### src/rtl/sample_front_end.sv
module sample_front_end #(
  parameter int NBUS  = 4,
  parameter int MAXCH = 8,
  localparam int SW = $clog2(NBUS),
  localparam int DW = $clog2(MAXCH)
) (
  input  logic              clk,
  input  logic              rst_n,
  input  logic [NBUS*16-1:0] bus_data,
  input  logic [NBUS-1:0]   bus_en_n,
  input  logic [15:0]       test_word,
  input  logic              test_en,
  input  logic [SW-1:0]     src_sel,
  input  logic              use_test_data,
  input  logic              use_test_en,
  input  logic              interp_mode,
  input  logic              offset_bin,
  input  logic              float_en,
  input  logic [1:0]        float_split,
  input  logic [DW-1:0]     demux_dly,
  input  logic              sync_in,
  output logic [15:0]       out_data,
  output logic              out_valid
);

  logic [15:0] raw_word, conv_word, d1, sel_q;
  logic armed_q, run_q, e1, sel_v;
  logic en_pick, en_ok, tap, tick_cap, tick_al;
  logic [MAXCH-1:1] edly;

  function automatic logic [15:0] expand(input logic [15:0] w, input logic [1:0] spl);
    logic signed [31:0] m, v;
    logic [2:0] e;
    case (spl)
      2'd0:    begin m = {{21{w[13]}}, w[13:3]}; e = w[2:0]; end
      2'd1:    begin m = {{20{w[14]}}, w[14:3]}; e = w[2:0]; end
      2'd2:    begin m = {{19{w[15]}}, w[15:3]}; e = w[2:0]; end
      default: begin m = {{18{w[15]}}, w[15:2]}; e = {1'b0, w[1:0]}; end
    endcase
    v = m <<< e;
    if (v > 32'sd32767)       expand = 16'h7fff;
    else if (v < -32'sd32768) expand = 16'h8000;
    else                      expand = v[15:0];
  endfunction

  assign raw_word  = use_test_data ? test_word : bus_data[src_sel*16 +: 16];
  assign conv_word = float_en ? expand(raw_word, float_split)
                              : {raw_word[15] ^ offset_bin, raw_word[14:0]};
  assign en_pick   = use_test_en ? test_en : ~bus_en_n[src_sel];
  assign en_ok     = en_pick & armed_q;

  always_ff @(posedge clk or negedge rst_n) begin
    if (!rst_n) begin
      armed_q <= 1'b0;
      run_q   <= 1'b0;
      e1      <= 1'b0;
      d1      <= '0;
      edly    <= '0;
    end else begin
      armed_q <= armed_q | sync_in;
      run_q   <= armed_q;
      e1      <= en_ok;
      d1      <= (interp_mode && !en_ok) ? 16'h0000 : conv_word;
      edly    <= {edly[MAXCH-2:1], e1};
    end
  end

  assign tap      = (demux_dly == '0) ? e1 : edly[demux_dly];
  assign tick_cap = interp_mode ? run_q : tap;
  assign tick_al  = interp_mode ? run_q : e1;

  always_ff @(posedge clk or negedge rst_n) begin
    if (!rst_n) begin
      sel_q     <= '0;
      sel_v     <= 1'b0;
      out_data  <= '0;
      out_valid <= 1'b0;
    end else begin
      if (tick_cap) begin
        sel_q <= d1;
        sel_v <= 1'b1;
      end
      if (tick_al) out_data <= sel_q;
      out_valid <= tick_al & sel_v;
    end
  end


  valid_after_sync_chk: assert property (@(posedge clk) disable iff (!rst_n)
    out_valid |-> armed_q);


  gated_hold_chk: assert property (@(posedge clk) disable iff (!rst_n)
    (!interp_mode && $past(!interp_mode) && !out_valid) |-> $stable(out_data));


  interp_stream_chk: assert property (@(posedge clk) disable iff (!rst_n)
    ($past(interp_mode) && $past(run_q) && $past(sel_v)) |-> out_valid);


  demux_tap_chk: assert property (@(posedge clk) disable iff (!rst_n)
    (demux_dly == 3'd2 && $past(demux_dly) == 3'd2 && $past(demux_dly, 2) == 3'd2
     && $past(e1, 2)) |-> tap);

endmodule

### config.mk
export PLATFORM = sky130hd
export DESIGN_NAME = sample_front_end
export DESIGN_NICKNAME = d
export VERILOG_FILES = /design/src/rtl/sample_front_end.sv
export SDC_FILE = /design/constraint.sdc
export NUM_CORES = 1
export LEC_CHECK = 0
export BUFFER_PORTS_ARGS = -buffer_cell sky130_fd_sc_hd__buf_2
export CAP_MARGIN = 20
export CORE_MARGIN = 5
export CORE_UTILIZATION = 49
export CTS_BUF_LIST = sky130_fd_sc_hd__clkbuf_8
export DETAILED_ROUTE_END_ITERATION = 16
export PLACE_DENSITY = 0.87
export SYNTH_ARGS = -nofsm -noshare
export SYNTH_HDL_FRONTEND = slang
export SYNTH_SLANG_ARGS = --single-unit
### constraint.sdc
create_clock -name clk -period 2.05 [get_ports clk]
set_input_delay 0.615 -clock clk [delete_from_list [all_inputs] [get_ports clk]]
set_output_delay 0.615 -clock clk [all_outputs]
set_load 0.02 [all_outputs]
-- Yosys cells after proc, flatten, opt, wreduce, memory -nomap -nowiden
Cells that the tools add are included.
- flip-flop bits (word level): 60
- input bits: 100
- output and inout bits: 17
- logic and storage cells: 42
- $lt $le $gt $ge: 4
- eq/ne operators: 2
- shift operators: 2
- mux-type cells: 15
- bitwise logic cells: 5
- reductions and logical operators: 5
- operators with widths (cell ; number):
    32-bit case mux with 3 select lines ; 1
    16-bit two-way mux ; 5
    64-bit by 7-bit indexed part select with 16-bit output ; 1
    32-bit by 16-bit > comparator with 1-bit output, second input constant ; 1
    32-bit by 16-bit less-than comparator with 1-bit output, second input constant ; 1
    32-bit by 3-bit <<< shifter with 32-bit output ; 1
    1-bit two-way mux ; 6
    3-bit by 4-bit less-than comparator with 1-bit output, second input constant ; 1
    1-bit binary-select mux with 3-bit select ; 1
    3-bit zero test ; 1
    2-bit by 3-bit less-than comparator with 1-bit output, second input constant ; 1
    3-bit two-way mux ; 1
    3-bit OR reduction ; 1
    1-bit AND ; 2
    1-bit binary-select mux with 2-bit select ; 1
    2-bit by 1-bit equality test with 1-bit output, second input constant ; 1
    2-bit equality test, second input constant ; 1
    2-bit zero test ; 1
    1-bit logical AND ; 1
    1-bit zero test ; 1
    1-bit inverter ; 1
    1-bit bitwise OR ; 1
    1-bit XOR ; 1

-- Logic depth before layout (Yosys ltp)
- word-level depth: 9
- mapped depth: 12
- depth with buffers taken out: 8

-- Worst setup path before layout
OpenSTA, ideal clock, no wires.
- path type: input-to-reg
- from: in src_sel[0]
- to: reg d1[10]
- setup time: 0.138 ns
- arrival: 2.857 ns
- data required time: 1.912 ns
- setup slack: -0.945 ns
- stages: 10
- path buffers: 2
- path through: buf_6 mux4_2 mux2_2 mux2_4 mux2_4 o41ai_4 nand2_2 a21oi_2 buf_6 o22ai_1
- cells in the longest elaborated chain, start to end: 9
- elaborated cells on any way between the ends: 18
- those cells by class: order compare (2); shift (2); mux (10); bitwise (2); reduce/logical (2)
- ends and longest elaborated chain (what ; RTL line ; source):
    start: declaration ; 13 ; input logic [SW-1:0] src_sel,
    64-bit by 7-bit indexed part select with 16-bit output ; 46 ; assign raw_word = use_test_data ? test_word : bus_data[src_sel*16 +: 16];
    16-bit two-way mux ; 46 ;
    32-bit case mux with 3 select lines or 3-bit two-way mux (tied branches) ; 34 ; case (spl)
    32-bit by 3-bit <<< shifter with 32-bit output ; 40 ; v = m <<< e;
    32-bit by 16-bit less-than comparator with 1-bit output ; 42 ; else if (v < -32'sd32768) expand = 16'h8000;
    16-bit two-way mux ; 42 ;
    16-bit two-way mux ; 41 ; if (v > 32'sd32767) expand = 16'h7fff;
    16-bit two-way mux ; 47 ; assign conv_word = float_en ? expand(raw_word, float_split)
    16-bit two-way mux * ; 63 ; d1 <= (interp_mode && !en_ok) ? 16'h0000 : conv_word;
    end signal: assignment ; 63 ;
    end: declaration ; 26 ; logic [15:0] raw_word, conv_word, d1, sel_q;
Every way passes the cells marked *; elsewhere a longest branch is shown, timed or not. The select of a mux whose other input is x is not followed.
A chain may end at the register's enable or synchronous reset.

-- Final worst setup path
- from: in bus_data[48]
- to: reg d1[6]
- cells in the longest elaborated chain, start to end: 9
- elaborated cells on any way between the ends: 10
- those cells by class: order compare (2); shift (2); mux (6)
- ends and longest elaborated chain (what ; RTL line ; source):
    start: declaration ; 9 ; input logic [NBUS*16-1:0] bus_data,
    64-bit by 7-bit indexed part select with 16-bit output * ; 46 ;
    16-bit two-way mux * ; 46 ;
    3-bit two-way mux * ; 34 ;
    32-bit by 3-bit <<< shifter with 32-bit output * ; 40 ;
    32-bit by 16-bit less-than comparator with 1-bit output ; 42 ;
    16-bit two-way mux ; 42 ;
    16-bit two-way mux * ; 41 ;
    16-bit two-way mux * ; 47 ;
    16-bit two-way mux * ; 63 ;
Every way passes the cells marked *; elsewhere a longest branch is shown, timed or not.

==> results.cfg <==
[floorplan]
std_cell_rows = 33
dieArea_um2 = 10300
ios = 117
die_x_um = 101
fp.coreArea_um2 = 8180
fp.dieH_um = 101
start_util_pct = 50.0

[synth]
synth_top_area_share_pct = 36.8
syn_nets = 490
synthesis.area_um2 = 4080
ys_seq_elements = 60
yosysSeqAreaShare_pct = 36.8
yosysUniqueCellTypes = 56
synth_area_leader_cell = dfrtp_1
synth.most_common_cell = dfrtp_1
avgSynthCellArea_um2 = 10.5
netlist_top_cells_area = dfrtp_1, mux2_2, mux4_2
synth_edf_count = 0
yosys_warnings = 0
synthArstFlopShare_pct = 100
ys.flop_type = dfrtp_1
netlist_instances = 390
synth_commonest_cells = dfrtp_1, mux2_2, o21ai_0

[layout]
finalInstanceArea_um2 = 5850
antenna-diode-count = 0
area_growth_pct = 43.2
nFillCells = 587
stdcell_count = 699
nets = 691
utilization_pct = 71.5
drive_above_1_share_pct = 54.0
multiInputGateArea_um2 = 2570
ff_latch_area_um2 = 1500

[clocking]
clockRootBuffer = clkbuf_8
cts_max_level = 3
clk_pin_slew_worst_paths_ns = 0.06
cts_tree = done
clockBufferDepth = 2
cts_buffers = 9
clk_latency_ns = 0.33
numClockSinks = 60

[sta]
setup_slack_ns = -0.708
relSlewSlack_pct = 69.7
period_needed_ns = 2.76
fmax_mhz = 363
rsz0062_at_grt = yes
finalHoldViolCount = 0
clock_skew_ns = 0.00979
worstMarginPinSlew_ns = 0.452
whs_ns = 0.280
finalCritPeriodShare_pct = 135
slew_viol_final = 0
setup_viol = 16

[placement]
dp.cells = 681
gp_congestion = 0.949
port_buffers = 116
place_area_um2 = 5520
post-dp-hpwl_um = 9480

[worst_setup_path]
cp-start-kind = input port
cpMostUsedCell = o211ai_1
cp_slowest_stage_delay_ns = 0.53
critPathTopFamily = compound AO/OA/AOI/OAI gates
rrSetupSlack_ns = 0.17
worst_path_max_delay_cell = mux4_2
critPathKind = in -> reg
critPathRequiredTime_ns = 2.25
path_buf_inv = 2
worst-r2r-cell-count = 6
worstPathMaxFanout = 11
cp_cell_sequence = buf_2, mux4_2, a211o_1, a32oi_2, o211ai_1, mux2i_1, o211ai_1, a21oi_4, buf_12, o22ai_1
path_depth = 10
endpoint_kind = register
critPathArrivalTime_ns = 2.95

[power]
swShare_pct = 32.7
power_leakage_nw = 2.79
power.net_switching_mw = 1.36
pwr-share-seq_pct = 37.9
internal_power_mw = 2.80
p_per_area_nw_per_um2 = 712
ir_drop_uv = 321
pwr-share-comb_pct = 41.8
clockPowerShare_pct = 20.2

[detailed_routing]
num_vias = 4008
post_drt_wl_per_cell_um = 16.8
drt-vias-per-instance = 5.73
wl_um = 11800
remaining_drc_errors = 0
drtAntennaViolNets = 0
drtIter0Drc = 244
firstDrtPassIters = 5

[global_route]
use_met3_pct = 4.96
grt_use_total_pct = 24.1
grtUsageMet2_pct = 41.5
antenna_found_initial = 0
use_met1_pct = 29.2
grt-busiest-layer = met2
grt_pass1_vias = 4205
grt_pass1_wl_um = 19700
grt_overflow = 0
grt_max_degree = 61

[run_status]
failed_checks = setup timing
outcome = finished, violations left

[min_path]
hold_path_class = in -> async

[job]
max_cap_violations = 0
[placed cells by master, fill, tap and decap left out, drive strengths merged, types with 8 or more instances in the layout]
cell | Yosys | layout
a21oi | 22 | 22
nand3 | 12 | 12
mux2i | 30 | 30
inv | 7 | 8
clkbuf | 11 | 10
dfrtp | 60 | 60
o22ai | 10 | 10
nor3 | 8 | 8
mux2 | 44 | 44
mux4 | 18 | 18
o21ai | 32 | 32
nor2 | 19 | 19
nand2 | 24 | 24
buf | 16 | 217
[final timing paths]
| kind | start | endpoint |
|---|---|---|
| worst max-delay path | bus_data[48] | d1[6]$_DFF_PN0_ |
| worst min-delay path | rst_n | edly[6]$_DFF_PN0_ |
| worst max register to register | edly[6]$_DFF_PN0_ | sel_q[15]$_DFFE_PN0P_ |
| worst min register to register | edly[1]$_DFF_PN0_ | edly[2]$_DFF_PN0_ |
| max in group asynchronous | rst_n | sel_q[14]$_DFFE_PN0P_ |
| min in group clk | edly[1]$_DFF_PN0_ | edly[2]$_DFF_PN0_ |
[through the flow]
step / power, mW / setup WS, ns / setup TNS, ns
floorplan: 2.55 / -0.875 / -14.47
global placement: 3.17 / -1.03 / -17.67
detailed placement: 3.25 / -1.12 / -19.98
CTS: 4.15 / -0.628 / -9.06
global route: 4.40 / -0.764 / -10.96
finish: 4.17 / -0.708 / -10.11
[final cells by class]
type                    instances  share of cell area (%)
well taps                     105                    2.25
clock inverters                 4                   0.321
clock buffers                  10                    2.35
flip-flops and latches         60                    25.7
inverters                       7                   0.449
repair buffers                217                    25.0
multi-input cells             296                    44.0
[registers in the layout, summed over array words and instances (netlist names)]
| signal | cells |
|---|---|
| d1 | 16 |
| out_data | 16 |
| sel_q | 16 |
| edly | 7 |
| armed_q | 1 |
| e1 | 1 |
| out_valid | 1 |
| run_q | 1 |
| sel_v | 1 |
[layer usage]
layer | wire length (um) | vias to the layer above | share of wire (%)
met5 | 0 | - | 0
met1 | 4650 | 1890 | 39
met4 | 399 | 0 | 3.4
li1 | - | 1884 | -
met2 | 5930 | 201 | 50
met3 | 789 | 33 | 6.7
[cell families after synthesis]
kind of cell / count (synthesis) / synth area share, %
AO/OA/AOI/OAI: 111 / 18.3
multiplexers: 92 / 29.7
AND/OR/NAND/NOR: 91 / 11.1
flip-flops: 60 / 36.8
buffers and inverters: 34 / 3.74
XOR/XNOR: 1 / 0.214
adder cells (fa/ha/maj): 1 / 0.245
[power by group through the flow]
stage	Combinational, mW	Clock [mW]	Sequential (mW)
2_1_floorplan	0.863	0	1.69
3_3_place_gp	1.59	0	1.58
3_5_place_dp	1.65	0	1.60
4_1_cts	1.71	0.863	1.59
5_1_grt	1.88	0.912	1.61
6_report	1.74	0.842	1.58
[worst register-to-register path, stage by stage, from the launching register on]
cell	delay (ns)
dfrtp_1	0.39
mux4_2	0.47
mux2i_1	0.14
nor2_1	0.07
a21oi_2	0.15
buf_12	0.18
mux2_2	0.36
[repair_timing]
| action | 4_1_cts | 5_1_grt |
|---|---|---|
| hold buffers | 0 | 0 |
| buffers inserted | 2 | 2 |
| pin swaps | 4 | 4 |
| endpoints found under the setup margin | 16 | 16 |
| resized for setup | 17 | 15 |
Note: power is estimated with default switching activity, not from simulation.
